[config.mk]
export PLATFORM = sky130hd
export DESIGN_NAME = pwm_compare_channel
export DESIGN_NICKNAME = d
export VERILOG_FILES = /design/src/rtl/pcc_pkg.sv /design/src/rtl/pcc_counter.sv /design/src/rtl/pcc_compare.sv /design/src/rtl/pcc_outstage.sv /design/src/rtl/pwm_compare_channel.sv
export SDC_FILE = /design/constraint.sdc
export NUM_CORES = 1
export LEC_CHECK = 0
export CAP_MARGIN = 25
export CORE_AREA = 5 5 95 97
export DETAILED_ROUTE_END_ITERATION = 6
export DIE_AREA = 0 0 100 102
export PLACE_DENSITY = 0.66
export SYNTH_ARGS = -nofsm -noshare
export SYNTH_HDL_FRONTEND = slang
export SYNTH_SLANG_ARGS = --single-unit
[constraint.sdc]
create_clock -name clk -period 4.4 [get_ports clk]
set_input_delay 0.66 -clock clk [delete_from_list [all_inputs] [get_ports clk]]
set_output_delay 0.66 -clock clk [all_outputs]
set_load 0.05 [all_outputs]
[src/rtl/pcc_pkg.sv]
package pcc_pkg;
  typedef enum logic [2:0] {
    CM_HOLD     = 3'd0,
    CM_SET      = 3'd1,
    CM_CLEAR    = 3'd2,
    CM_TOGGLE   = 3'd3,
    CM_FORCE_LO = 3'd4,
    CM_FORCE_HI = 3'd5,
    CM_PWM_LEAD = 3'd6,
    CM_PWM_LAG  = 3'd7
  } cmp_mode_e;

  localparam int unsigned REG_AW = 3;
  localparam logic [REG_AW-1:0] RA_CTRL   = 3'd0;
  localparam logic [REG_AW-1:0] RA_RELOAD = 3'd1;
  localparam logic [REG_AW-1:0] RA_CMP    = 3'd2;
  localparam logic [REG_AW-1:0] RA_CHAN   = 3'd3;
  localparam logic [REG_AW-1:0] RA_FLAGS  = 3'd4;
  localparam logic [REG_AW-1:0] RA_COUNT  = 3'd5;
endpackage

[src/rtl/pcc_counter.sv]
module pcc_counter #(
  parameter int unsigned CW = 16
) (
  input  logic          clk,
  input  logic          rst_n,
  input  logic          tick,
  input  logic          run,
  input  logic [CW-1:0] reload,
  output logic [CW-1:0] count,
  output logic          wrap
);
  localparam logic [CW-1:0] ONE = CW'(1);

  logic [CW-1:0] cnt_q;
  logic          step;

  assign step  = tick & run;
  assign wrap  = step & (cnt_q == reload);
  assign count = cnt_q;

  always_ff @(posedge clk or negedge rst_n) begin
    if (!rst_n)    cnt_q <= '0;
    else if (step) cnt_q <= wrap ? '0 : cnt_q + ONE;
  end

  a_r1_wrap_to_zero: assert property (@(posedge clk) disable iff (!rst_n)
    wrap |=> (cnt_q == '0));
  a_r1_hold_when_idle: assert property (@(posedge clk) disable iff (!rst_n)
    !step |=> $stable(cnt_q));
endmodule

[src/rtl/pcc_compare.sv]
module pcc_compare
  import pcc_pkg::*;
#(
  parameter int unsigned CW = 16
) (
  input  logic          clk,
  input  logic          rst_n,
  input  logic          tick,
  input  logic          run,
  input  logic [CW-1:0] count,
  input  logic [CW-1:0] cmp_val,
  input  cmp_mode_e     mode,
  output logic          match,
  output logic          ref_lvl
);
  logic ref_q;
  logic below;

  assign match = tick & run & (count == cmp_val);
  assign below = count < cmp_val;

  always_ff @(posedge clk or negedge rst_n) begin
    if (!rst_n) ref_q <= 1'b0;
    else begin
      unique case (mode)
        CM_SET:      if (match) ref_q <= 1'b1;
        CM_CLEAR:    if (match) ref_q <= 1'b0;
        CM_TOGGLE:   if (match) ref_q <= ~ref_q;
        CM_FORCE_LO: ref_q <= 1'b0;
        CM_FORCE_HI: ref_q <= 1'b1;
        default:     ref_q <= ref_q;
      endcase
    end
  end

  always_comb begin
    unique case (mode)
      CM_PWM_LEAD: ref_lvl = below;
      CM_PWM_LAG:  ref_lvl = ~below;
      CM_FORCE_LO: ref_lvl = 1'b0;
      CM_FORCE_HI: ref_lvl = 1'b1;
      default:     ref_lvl = ref_q;
    endcase
  end

  a_r3_set_on_match: assert property (@(posedge clk) disable iff (!rst_n)
    (mode == CM_SET && match) |=> (ref_q || mode == CM_FORCE_LO || mode == CM_CLEAR));
  a_r3_hold_frozen: assert property (@(posedge clk) disable iff (!rst_n)
    (mode == CM_HOLD) |=> $stable(ref_q));
endmodule

[src/rtl/pcc_outstage.sv]
module pcc_outstage (
  input  logic ref_lvl,
  input  logic active_low,
  input  logic drive_en,
  output logic pin,
  output logic pin_valid
);
  assign pin       = drive_en & (ref_lvl ^ active_low);
  assign pin_valid = drive_en;
endmodule

[src/rtl/pwm_compare_channel.sv]
module pwm_compare_channel
  import pcc_pkg::*;
#(
  parameter int unsigned CW = 16
) (
  input  logic              clk,
  input  logic              rst_n,
  input  logic              tick,
  input  logic              wr_en,
  input  logic [REG_AW-1:0] wr_addr,
  input  logic [CW-1:0]     wr_data,
  input  logic [REG_AW-1:0] rd_addr,
  output logic [CW-1:0]     rd_data,
  output logic              pin,
  output logic              pin_valid
);
  localparam int unsigned PAD2 = CW - 2;
  localparam int unsigned PAD5 = CW - 5;

  logic          run_q, one_shot_q, pol_q, oe_q, upd_flag_q, cmp_flag_q;
  logic [CW-1:0] reload_q, cmp_q, count;
  cmp_mode_e     mode_q;
  logic          wrap, match, ref_lvl;
  logic          wr_ctrl, wr_rel, wr_cmp, wr_chan, wr_flags;

  assign wr_ctrl  = wr_en & (wr_addr == RA_CTRL);
  assign wr_rel   = wr_en & (wr_addr == RA_RELOAD);
  assign wr_cmp   = wr_en & (wr_addr == RA_CMP);
  assign wr_chan  = wr_en & (wr_addr == RA_CHAN);
  assign wr_flags = wr_en & (wr_addr == RA_FLAGS);

  always_ff @(posedge clk or negedge rst_n) begin
    if (!rst_n) begin
      run_q      <= 1'b0;
      one_shot_q <= 1'b0;
      reload_q   <= '0;
      cmp_q      <= '0;
      mode_q     <= CM_HOLD;
      pol_q      <= 1'b0;
      oe_q       <= 1'b0;
      upd_flag_q <= 1'b0;
      cmp_flag_q <= 1'b0;
    end else begin
      if (wr_ctrl) begin
        run_q      <= wr_data[0];
        one_shot_q <= wr_data[1];
      end else if (one_shot_q && wrap) begin
        run_q <= 1'b0;
      end
      if (wr_rel) reload_q <= wr_data;
      if (wr_cmp) cmp_q    <= wr_data;
      if (wr_chan) begin
        mode_q <= cmp_mode_e'(wr_data[2:0]);
        pol_q  <= wr_data[3];
        oe_q   <= wr_data[4];
      end
      upd_flag_q <= wrap  | (upd_flag_q & ~(wr_flags & ~wr_data[0]));
      cmp_flag_q <= match | (cmp_flag_q & ~(wr_flags & ~wr_data[1]));
    end
  end

  always_comb begin
    unique case (rd_addr)
      RA_CTRL:   rd_data = {{PAD2{1'b0}}, one_shot_q, run_q};
      RA_RELOAD: rd_data = reload_q;
      RA_CMP:    rd_data = cmp_q;
      RA_CHAN:   rd_data = {{PAD5{1'b0}}, oe_q, pol_q, mode_q};
      RA_FLAGS:  rd_data = {{PAD2{1'b0}}, cmp_flag_q, upd_flag_q};
      RA_COUNT:  rd_data = count;
      default:   rd_data = '0;
    endcase
  end

  pcc_counter #(.CW(CW)) u_counter (
    .clk(clk), .rst_n(rst_n), .tick(tick), .run(run_q),
    .reload(reload_q), .count(count), .wrap(wrap)
  );

  pcc_compare #(.CW(CW)) u_compare (
    .clk(clk), .rst_n(rst_n), .tick(tick), .run(run_q), .count(count),
    .cmp_val(cmp_q), .mode(mode_q), .match(match), .ref_lvl(ref_lvl)
  );

  pcc_outstage u_out (
    .ref_lvl(ref_lvl), .active_low(pol_q), .drive_en(oe_q),
    .pin(pin), .pin_valid(pin_valid)
  );

  a_r2_one_pulse_stop: assert property (@(posedge clk) disable iff (!rst_n)
    (one_shot_q && wrap && !wr_ctrl) |=> !run_q);
  a_r7_update_flag_set: assert property (@(posedge clk) disable iff (!rst_n)
    wrap |=> upd_flag_q);
  a_r4_pwm_lead_low: assert property (@(posedge clk) disable iff (!rst_n)
    (mode_q == CM_PWM_LEAD && oe_q && !pol_q && count >= cmp_q) |-> !pin);
  a_r4_pwm_lag_high: assert property (@(posedge clk) disable iff (!rst_n)
    (mode_q == CM_PWM_LAG && oe_q && !pol_q && count >= cmp_q) |-> pin);
  a_r5_force_hi: assert property (@(posedge clk) disable iff (!rst_n)
    (mode_q == CM_FORCE_HI && oe_q) |-> (pin == !pol_q));
  a_r6_idle_low: assert property (@(posedge clk) disable iff (!rst_n)
    !pin_valid |-> !pin);
endmodule

==> out/results.ini, run 1 <==
[clock_tree]
cts_sinks = 58
cts_tree = done
clk_pin_slew_worst_paths_ns = 0.07
post_cts_buffers = 0
cts_buffer_depth = 2
clockRootBuffer = clkbuf_8
h-tree-depth = 3
ctsResizeCount = 0
clk_latency_ns = 0.34
postCtsHoldBufs = 0
cts_made_buffers = 9

[yosys]
postSynthCellCount = 370
seq_area_frac_synth_pct = 41.2
ys_async_sr_fraction_pct = 100
synth_warnings = 0
syn_nets = 415
syn_area_um2 = 3530
ys_types = 49
syn_avg_cell_area_um2 = 9.53
synth_edf_count = 0
synthFlopType = dfrtp_1
synth_seq_cells = 58

[timing]
tns_ns = 0
skew_ns = 0.00880
whs_ns = 0.469
slew_headroom_pct = 46.4
min_period_over_period_pct = 88.2
slew_violations = 0
final.min_clock_period_ns = 3.88
fmaxAchievable_mhz = 258
worstMarginPinSlew_ns = 0.802
grt_setup_unrepaired = false
setup_viol = 0
finalHoldViolations = 0

[floorplanning]
core_um2 = 8050
rows = 33
die_width_um = 100
io_pins = 44
die-height_um = 102
initial_utilization_pct = 43.8
die-area_um2 = 10200

[place]
place_congestion = 0.821
portBuffers = 43
dp_hpwl_um = 6150

[global_route]
first_global_vias = 2837
grt_pass1_wl_um = 14400
grt_antenna_before_repair = 0
grtUsageTotal_pct = 18.3
grt.overflow.total = 0
grt_start_max_net_pins = 59

[setup_path]
path_max_fanout = 5
critPathLaunchType = flip-flop
slowest_stage = clkdlybuf4s50_1
required_ns = 3.74
r2r-start = u_counter.count[3]$_DFFE_PN0P_
path_cells = ha_1 -> nand4_1 -> nor4_2 -> o21ai_1 -> and4_4 -> nor4b_1 -> or3b_1 -> clkdlybuf4s50_1
slowest_delay_ns = 0.79
cp_data_arrival_time_ns = 3.22
crit_type = flip-flop to primary output
crit_start = u_counter.count[13]$_DFFE_PN0P_
crit_buf_inv = 1
end_kind = primary output
worst_path_dominant_cell_family = simple AND/OR/NAND/NOR gates

[status]
outcome = complete, no violations

[drt]
vias = 2800
highest_layer = met4
met3_length_um = 439
first_pass_iters = 4
met2_length_um = 3850
drt_iter0_markers = 123
wl_um = 8670
route.layer.met1.wl_um = 4200
wl_per_cell_um = 16.5
viasPerCell = 5.34
antenna_left = 0
drc = 0

[cells_and_area]
area_growth_syn_to_layout_pct = 24.0
finalNetCount = 459
diodes = 0
drive_gt1_share_pct = 16.9

[power]
power_mw = 1.76
ir_drop_v = 0.000175
p_leak_nw = 2.00
power.density_nw_per_um2 = 402

[hold_path]
min_path_type = input port to async pin

[flow_run]
drv_cap = 0

through the flow:
step	area, um2	instances	utilization [%]	setup WS (ns)
3_3_place_gp	4190	508	52.0	0.904
6_report	4370	524	54.3	0.520
4_1_cts	4370	524	54.3	0.504
2_1_floorplan	3530	370	-	1.28
5_1_grt	4370	524	54.3	0.301
3_5_place_dp	4190	508	52.0	0.873
state kept, by name, indices dropped and copies added (netlist names):
register,flops
u_compare.ref_q,1
one_shot_q,1
mode_q,3
reload_q,16
oe_q,1
u_counter.count,16
run_q,1
cmp_flag_q,1
upd_flag_q,1
pol_q,1
cmp_q,16
report_power, final:
group	leakage, nW	internal [mW]	switching (mW)
logic	1.17	0.257	0.290
clock network	0.0965	0.249	0.211
registers	0.728	0.632	0.119
cell families (layout without fill, tap and decap cells):
group,count (synthesis),count (layout),share of synthesized area [%]
simple gates,122,122,17.1
compound gates,62,62,10.4
flops,58,58,41.2
mux,41,41,12.5
buf+inv,37,86,4.44
xor+xnor,31,31,7.70
fa+ha+maj,19,19,6.74
worst register-to-register path, stage by stage, from the launching register on:
cell and delay (ns):
dfrtp_1 0.51, xor2_1 0.21, nor3_1 0.24, nand4_1 0.17, nor3_4 0.65, a21bo_2 0.25, o21ai_1 0.06
layout by cell type (no fill, tap or decap), drive strengths merged, types with 2 or more instances in the layout:
cell type      Yosys  layout
o22ai              2       2
o21ai             34      34
nand2             50      50
nor4               4       4
buf                8      20
o221ai             2       2
clkbuf             7      14
xnor2              6       6
mux2i             16      16
clkdlybuf4s50      0      28
nand2b             2       2
nor2              29      29
nand4              6       6
inv               22      22
dfrtp             58      58
nand3             11      11
and3               2       2
nor2b              4       4
ha                19      19
a21oi             10      10
a22o               3       3
xor2              25      25
or3                2       2
a21o               2       2
a22oi              2       2
and4               3       3
mux2              25      25
nor3               4       4
a31oi              2       2
clkinv             0       2
Yosys cell counts (all sizes together) (4+ instances only):
master  number  area [um2]
xnor2        6        52.6
nor2        29         114
nand2       50         190
mux2        25         282
ha          19         238
nor4         4        31.3
dfrtp       58        1450
mux2i       16         160
nor3         4        42.5
inv         22        82.6
nand3       11        55.1
o21ai       34         170
nand4        6        37.5
buf          8        47.5
a21oi       10        50.1
xor2        25         219
nor2b        4        25.0
clkbuf       7        26.3
layout make-up:
class / count / area [um2]
Fill cell: 746 / 3680
Tap cell: 105 / 131
Inverter: 22 / 82.6
Clock buffer: 14 / 173
Clock inverter: 2 / 10.0
Sequential cell: 58 / 1450
Timing Repair Buffer: 48 / 603
Multi-Input combinational cell: 275 / 1920
path summary, 6_finish.rpt:
check,endpoint,slack [ns],depth (start not counted)
setup / recovery,pin,0.52,8
hold / removal,cmp_q[10]$_DFFE_PN0P_,0.47,2
setup reg to reg,run_q$_DFFE_PN0P_,2.17,6
hold reg to reg,upd_flag_q$_DFF_PN0_,0.52,2
max in group asynchronous,mode_q[1]$_DFFE_PN0P_,3.44,2
min in group clk,upd_flag_q$_DFF_PN0_,0.52,2
layer usage:
layer  up-vias  track usage, %
li1       1368               -
met1      1335            26.1
met2        82            27.5
met3        15            3.69
met4         0            7.05
met5         -               0
Note: power is estimated with default switching activity, not from simulation.
==> inputs of run 2 (changes only) <==
ABC_AREA = 0   (was not set)
==> results of run 2 <==
Final layout, timing and power as in run 1 (identical DEF).
==> inputs of run 3 (changes only) <==
GPL_ROUTABILITY_DRIVEN = 0   (was not set)
==> results of run 3 <==
Final layout, timing and power as in run 1 (identical DEF).
